`src/rtl/can_init_pkg.sv`:
```
package can_init_pkg;
  localparam int unsigned DATA_W = 8;
  localparam logic [DATA_W-1:0] CTRL_RESET = 8'h0B;

  localparam int unsigned A_CTRL = 0;
  localparam int unsigned A_STAT = 1;
  localparam int unsigned A_TEC  = 2;
  localparam int unsigned A_REC  = 3;

  typedef enum logic [2:0] {
    SEL_CTRL,
    SEL_STAT,
    SEL_TEC,
    SEL_REC,
    SEL_CFG,
    SEL_NONE
  } reg_sel_e;
endpackage

```
`src/rtl/cig_ctrl.sv`:
```
module cig_ctrl
  import can_init_pkg::*;
(
  input  logic              clk,
  input  logic              rst,
  input  logic              wr_en,
  input  logic [DATA_W-1:0] wdata,
  input  logic              eng_tx,
  output logic [DATA_W-1:0] ctrl_q,
  output logic              init_bit,
  output logic              eng_online,
  output logic              cnt_en,
  output logic              can_tx
);
  logic init_next;
  logic run_next;

  assign init_next = wr_en ? wdata[0] : ctrl_q[0];
  // engine runs only when the bit was already clear and stays clear
  assign run_next  = ~init_next & ~ctrl_q[0];
  assign init_bit  = ctrl_q[0];
  assign cnt_en    = eng_online & ~init_next;

  always_ff @(posedge clk) begin
    if (rst) begin
      ctrl_q     <= CTRL_RESET;
      eng_online <= 1'b0;
      can_tx     <= 1'b1;
    end else begin
      if (wr_en) ctrl_q <= wdata;
      eng_online <= run_next;
      can_tx     <= run_next ? eng_tx : 1'b1;
    end
  end
endmodule

```
`src/rtl/cig_err_ctr.sv`:
```
module cig_err_ctr #(
  parameter int CW = 8
) (
  input  logic          clk,
  input  logic          rst,
  input  logic          load,
  input  logic [CW-1:0] load_val,
  input  logic          en,
  input  logic          up,
  input  logic          dn,
  output logic [CW-1:0] count
);
  localparam logic [CW-1:0] CNT_MAX = '1;
  localparam logic [CW-1:0] CNT_MIN = '0;

  always_ff @(posedge clk) begin
    if (rst) begin
      count <= CNT_MIN;
    end else if (load) begin
      count <= load_val;
    end else if (en && up && !dn && count != CNT_MAX) begin
      count <= count + CW'(1);
    end else if (en && dn && !up && count != CNT_MIN) begin
      count <= count - CW'(1);
    end
  end
endmodule

```
`src/rtl/cig_cfg_ram.sv`:
```
module cig_cfg_ram #(
  parameter int DEPTH = 16,
  parameter int DW    = 8,
  localparam int AW   = (DEPTH > 1) ? $clog2(DEPTH) : 1
) (
  input  logic          clk,
  input  logic          we,
  input  logic [AW-1:0] waddr,
  input  logic [DW-1:0] wdata,
  input  logic [AW-1:0] raddr,
  output logic [DW-1:0] rdata
);
  logic [DW-1:0] mem [DEPTH];

  always_ff @(posedge clk) begin
    if (we) mem[waddr] <= wdata;
    rdata <= mem[raddr];
  end
endmodule

```
`src/rtl/can_init_gate.sv`:
```
module can_init_gate
  import can_init_pkg::*;
#(
  parameter int ADDR_W   = 6,
  parameter int CFG_BASE = 4,
  parameter int CFG_NUM  = 16,
  parameter int WARN_LVL = 96
) (
  input  logic              clk,
  input  logic              rst,
  input  logic [ADDR_W-1:0] host_addr,
  input  logic              host_wr,
  input  logic [7:0]        host_wdata,
  output logic [7:0]        host_rdata,
  output logic              wr_reject,
  input  logic              eng_tx,
  input  logic              tec_inc,
  input  logic              tec_dec,
  input  logic              rec_inc,
  input  logic              rec_dec,
  output logic              eng_online,
  output logic              can_tx
);
  localparam int CFG_AW = (CFG_NUM > 1) ? $clog2(CFG_NUM) : 1;
  localparam int CMP_W  = ADDR_W + 1;
  localparam logic [CMP_W-1:0] CFG_LO = CMP_W'(CFG_BASE);
  localparam logic [CMP_W-1:0] CFG_HI = CMP_W'(CFG_BASE + CFG_NUM);
  localparam logic [DATA_W-1:0] WARN = DATA_W'(WARN_LVL);

  reg_sel_e          sel;
  logic              guarded;
  logic              ctrl_wr;
  logic              tec_load;
  logic              cfg_we;
  logic [CFG_AW-1:0] cfg_idx;
  logic [DATA_W-1:0] ctrl_q;
  logic              init_bit;
  logic              cnt_en;
  logic [DATA_W-1:0] cfg_rd;
  logic [DATA_W-1:0] reg_rd_q;
  logic              cfg_sel_q;
  logic [DATA_W-1:0] tec_cnt;
  logic [DATA_W-1:0] rec_cnt;
  logic [DATA_W-1:0] status;
  logic [1:0]        up_v;
  logic [1:0]        dn_v;
  logic [DATA_W-1:0] cnt_v [2];

  // address decode
  always_comb begin
    sel = SEL_NONE;
    if (host_addr == ADDR_W'(A_CTRL))      sel = SEL_CTRL;
    else if (host_addr == ADDR_W'(A_STAT)) sel = SEL_STAT;
    else if (host_addr == ADDR_W'(A_TEC))  sel = SEL_TEC;
    else if (host_addr == ADDR_W'(A_REC))  sel = SEL_REC;
    else if ({1'b0, host_addr} >= CFG_LO && {1'b0, host_addr} < CFG_HI) sel = SEL_CFG;
  end

  assign cfg_idx  = CFG_AW'(host_addr - ADDR_W'(CFG_BASE));
  assign guarded  = (sel == SEL_TEC) || (sel == SEL_CFG);
  assign ctrl_wr  = host_wr && (sel == SEL_CTRL);
  assign tec_load = host_wr && init_bit && (sel == SEL_TEC);
  assign cfg_we   = host_wr && init_bit && (sel == SEL_CFG);

  cig_ctrl u_ctrl (
    .clk        (clk),
    .rst        (rst),
    .wr_en      (ctrl_wr),
    .wdata      (host_wdata),
    .eng_tx     (eng_tx),
    .ctrl_q     (ctrl_q),
    .init_bit   (init_bit),
    .eng_online (eng_online),
    .cnt_en     (cnt_en),
    .can_tx     (can_tx)
  );

  assign up_v = {rec_inc, tec_inc};
  assign dn_v = {rec_dec, tec_dec};

  for (genvar g = 0; g < 2; g++) begin : g_cnt
    cig_err_ctr #(.CW(DATA_W)) u_ctr (
      .clk      (clk),
      .rst      (rst),
      .load     (tec_load),
      .load_val (host_wdata),
      .en       (cnt_en),
      .up       (up_v[g]),
      .dn       (dn_v[g]),
      .count    (cnt_v[g])
    );
  end

  assign tec_cnt = cnt_v[0];
  assign rec_cnt = cnt_v[1];

  cig_cfg_ram #(.DEPTH(CFG_NUM), .DW(DATA_W)) u_cfg (
    .clk   (clk),
    .we    (cfg_we),
    .waddr (cfg_idx),
    .wdata (host_wdata),
    .raddr (cfg_idx),
    .rdata (cfg_rd)
  );

  assign status = {5'b0, rec_cnt >= WARN, tec_cnt >= WARN, eng_online};

  always_ff @(posedge clk) begin
    if (rst) begin
      reg_rd_q  <= '0;
      cfg_sel_q <= 1'b0;
      wr_reject <= 1'b0;
    end else begin
      cfg_sel_q <= (sel == SEL_CFG);
      wr_reject <= host_wr && guarded && !init_bit;
      unique case (sel)
        SEL_CTRL: reg_rd_q <= ctrl_q;
        SEL_STAT: reg_rd_q <= status;
        SEL_TEC:  reg_rd_q <= tec_cnt;
        SEL_REC:  reg_rd_q <= rec_cnt;
        default:  reg_rd_q <= '0;
      endcase
    end
  end

  assign host_rdata = cfg_sel_q ? cfg_rd : reg_rd_q;
endmodule

```
`config.mk`:
```
export PLATFORM = sky130hd
export DESIGN_NAME = can_init_gate
export DESIGN_NICKNAME = d
export VERILOG_FILES = /design/src/rtl/can_init_pkg.sv /design/src/rtl/cig_ctrl.sv /design/src/rtl/cig_err_ctr.sv /design/src/rtl/cig_cfg_ram.sv /design/src/rtl/can_init_gate.sv
export SDC_FILE = /design/constraint.sdc
export NUM_CORES = 1
export LEC_CHECK = 0
export BUFFER_PORTS_ARGS = -buffer_cell sky130_fd_sc_hd__buf_2
export CELL_PAD_IN_SITES_DETAIL_PLACEMENT = 2
export CELL_PAD_IN_SITES_GLOBAL_PLACEMENT = 2
export CORE_MARGIN = 4
export CORE_UTILIZATION = 45
export DETAILED_ROUTE_END_ITERATION = 16
export PLACE_DENSITY_LB_ADDON = 0.1
export RECOVER_POWER = 50
export SETUP_SLACK_MARGIN = 0.3
export SLEW_MARGIN = 20
export SYNTH_ARGS = -nofsm -noshare
export SYNTH_HDL_FRONTEND = slang
export SYNTH_SLANG_ARGS = --single-unit
```
`constraint.sdc`:
```
create_clock -name clk -period 4.5 [get_ports clk]
set_clock_uncertainty 0.1 [all_clocks]
set_input_delay 0.675 -clock clk [delete_from_list [all_inputs] [get_ports clk]]
set_output_delay 0.675 -clock clk [all_outputs]
set_load 0.01 [all_outputs]
```
==> metrics.txt <==
status complete, but fails checks; failing checks capacitance limit, slew limit; synthesized cell area 0.00751 mm²; initial antenna violation count 0; endpoints failing setup 0; Max IR drop VDD 0.000267 V; Sw Ratio 22.7%; GR Util All Layers 24.5%; Final Cycle Share 86.2%; Post-Route WL 21500 µm; Synthesized Nets 535; Antenna diodes 0; clock power share 42.1%; drt drc 0; die width 137 µm; Initial Util 46.6%; CP Capture Type register; worst hold path class in2reg; P_leak 2.88 nW; CTS H-tree lvls 4; area delta synth->final 12.1%; Synth area leader edfxtp_1; ys async rst share 0%; cts bufs inserted 17; pwr dens 391 mW/mm²; Worst EP arrival 4.10 ns; Max Cap Viol 1; largest cells by area after synthesis edfxtp_1 51%, mux4_2 12%, dfxtp_1 12%; Die Ht 137 µm; largest net degree at the start of global routing 51; DRT antenna net count 0; Via Count 4534; routability-driven placement congestion ratio 0.770; Gate power share 5.6%; final hold violations 0; clk sinks 172; later-pin clock latency in the skew report 0.43 ns; Flop pwr share 52.4%; core area 0.0161 mm²; yosys warns 0; Rows 46; CTS root buf clkbuf_16; Slew @ Worst Pin 1.59 ns; cells after synthesis 492; Clk pin slew, worst setup/hold paths 0.06 ns; Iteration-0 DRC Markers 386; total power draw 3.29 mW; Peak Freq 258 MHz; post-route setup TNS 0 ns; critical path launch point type input port; number of global-route vias before repair 5014; CTS Hold Bufs 0; PostCTS Resize Cnt 0; most common library cell in the layout ignoring fill and taps edfxtp_1; Slew headroom -5.97%; Worst Hold Depth 2; CTS tree yes; clock period minus final worst setup slack 3.88 ns; global-route wire length before repair 32500 µm; Final #Nets 572; Max clock buf depth 2; overall die area 0.0188 mm²; IO Pins 33; Avg WL per Cell 28.4 µm; dpl cell area 0.00790 mm²; port buffer count 32; Critical Path RT 4.72 ns; syn avg cell area 15.3 µm²; Yosys top cell area share 51.2%; Post-DP HPWL 14400 µm; R2R cell count 10; Pint 2.54 mW; Seq/Total Area, Yosys 62.9%; fin util 52.2%; number of synthesized flops with an enable pin 128; critical-path maximum fanout 19; max-slew violations 47; Final Cell Area 0.00841 mm²; switching power total 749 µW; layout cells sized above 1 20.5%; synth unique cells 53; RSZ-0062 raised after global routing false; Top FF cell, synth edfxtp_1; number of synthesized register bits 172; drt via density 5.99; kind of critical path in2reg; first drt pass iteration count 4; most frequent cells in the layout 128 x edfxtp_1, 50 x nor2_1, 44 x dfxtp_1; # Post-CTS Setup Buffers 0; GRT Residual Overflow 0
## per-stage QoR
| stage | cells | hold WS [ns] | setup slack [ns] |
|---|---|---|---|
| finish | 757 | 0.330 | 0.620 |
| global route | 757 | 0.316 | 0.364 |
| CTS | 757 | 0.312 | 0.811 |
| detailed placement | 726 | 0.372 | 0.380 |
| global placement | 726 | 0.349 | 0.590 |
| floorplan | 492 | 0.336 | 0.812 |
## state kept, by name, summed over array words and instances (netlist names)
| name | cells |
|---|---|
| g_cnt.u_ctr.count | 16 |
| u_ctrl.ctrl_q | 8 |
| u_ctrl.can_tx | 1 |
| wr_reject | 1 |
| reg_rd_q | 8 |
| u_ctrl.eng_online | 1 |
| u_cfg.rdata | 8 |
| u_cfg.mem | 128 |
| cfg_sel_q | 1 |
## power by group through the flow
stage / Clock (mW) / Combinational, mW / Sequential [mW]
floorplan: 0 / 0.107 / 1.76
global placement: 0 / 0.177 / 1.76
detailed placement: 0 / 0.185 / 1.76
CTS: 1.41 / 0.186 / 1.72
global route: 1.49 / 0.196 / 1.73
finish: 1.39 / 0.183 / 1.73
## cell families after synthesis
| kind of cell | Yosys count | share of synthesized area (%) |
|---|---|---|
| flip-flops | 172 | 62.9 |
| AND/OR/NAND/NOR | 118 | 7.72 |
| AO/OA/AOI/OAI | 79 | 7.43 |
| multiplexers | 62 | 15.2 |
| buffers and inverters | 31 | 1.93 |
| adder cells (fa/ha/maj) | 21 | 3.70 |
| XOR/XNOR | 9 | 1.05 |
## worst paths after layout
kind,startpoint,to,slack [ns]
worst max-delay path,host_wdata[0],g_cnt[1].u_ctr.count[7]$_SDFFE_PP0P_,0.62
worst min-delay path,eng_tx,u_ctrl.can_tx$_SDFF_PP1_,0.33
worst max register to register,g_cnt[1].u_ctr.count[7]$_SDFFE_PP0P_,g_cnt[1].u_ctr.count[7]$_SDFFE_PP0P_,1.45
worst min register to register,u_ctrl.ctrl_q[6]$_SDFFE_PP0P_,u_ctrl.ctrl_q[6]$_SDFFE_PP0P_,0.44
## critical path, stage by stage
cell,delay (ns)
clkbuf_1,0.79
inv_1,0.10
or3_1,0.55
and3_1,0.27
nand2_1,0.27
ha_1,0.31
a211oi_1,0.26
nor2_1,0.09
o21ai_0,0.31
a21oi_1,0.14
xnor2_1,0.15
a21o_1,0.17
## routing by layer
layer / up-vias / routed length, µm / track usage, %
met5: - / 0 / 0
met4: 0 / 478 / 8.20
met3: 29 / 827 / 4.52
met2: 125 / 10700 / 39.8
met1: 2387 / 9520 / 33.3
li1: 1993 / - / -
## cell type report
type,count,area [µm²]
clock buffer,17,425
clock inverter,14,120
fill,1487,7700
inverter,8,30.0
multi-input combinational,289,2640
sequential,172,4720
tap,216,270
timing repair buffer,41,205
## Yosys cell counts, types with 2 or more instances
library cell and n:
o21ai_0 9, nor2b_1 4, or4_1 3, dfxtp_1 44, edfxtp_1 128, buf_2 5
or2_2 2, a221oi_1 5, nor4_1 6, ha_1 19, nand4_1 2, mux2_2 8
and3_1 3, o2111ai_4 2, nor3_1 3, clkbuf_1 13, a21o_1 6, nor2_1 50
and4_1 2, inv_1 8, mux2i_1 13, a211oi_1 8, mux4_2 41, fa_1 2
xor2_1 2, nand3_1 2, o21ai_1 4, buf_6 2, buf_4 2, nand2b_1 10
nand3b_1 2, nand2_1 21, a22oi_1 7, and2_1 3, o211ai_1 3, a31oi_1 3
a21oi_1 23, xnor2_1 7
Note: power is estimated with default switching activity, not from simulation.
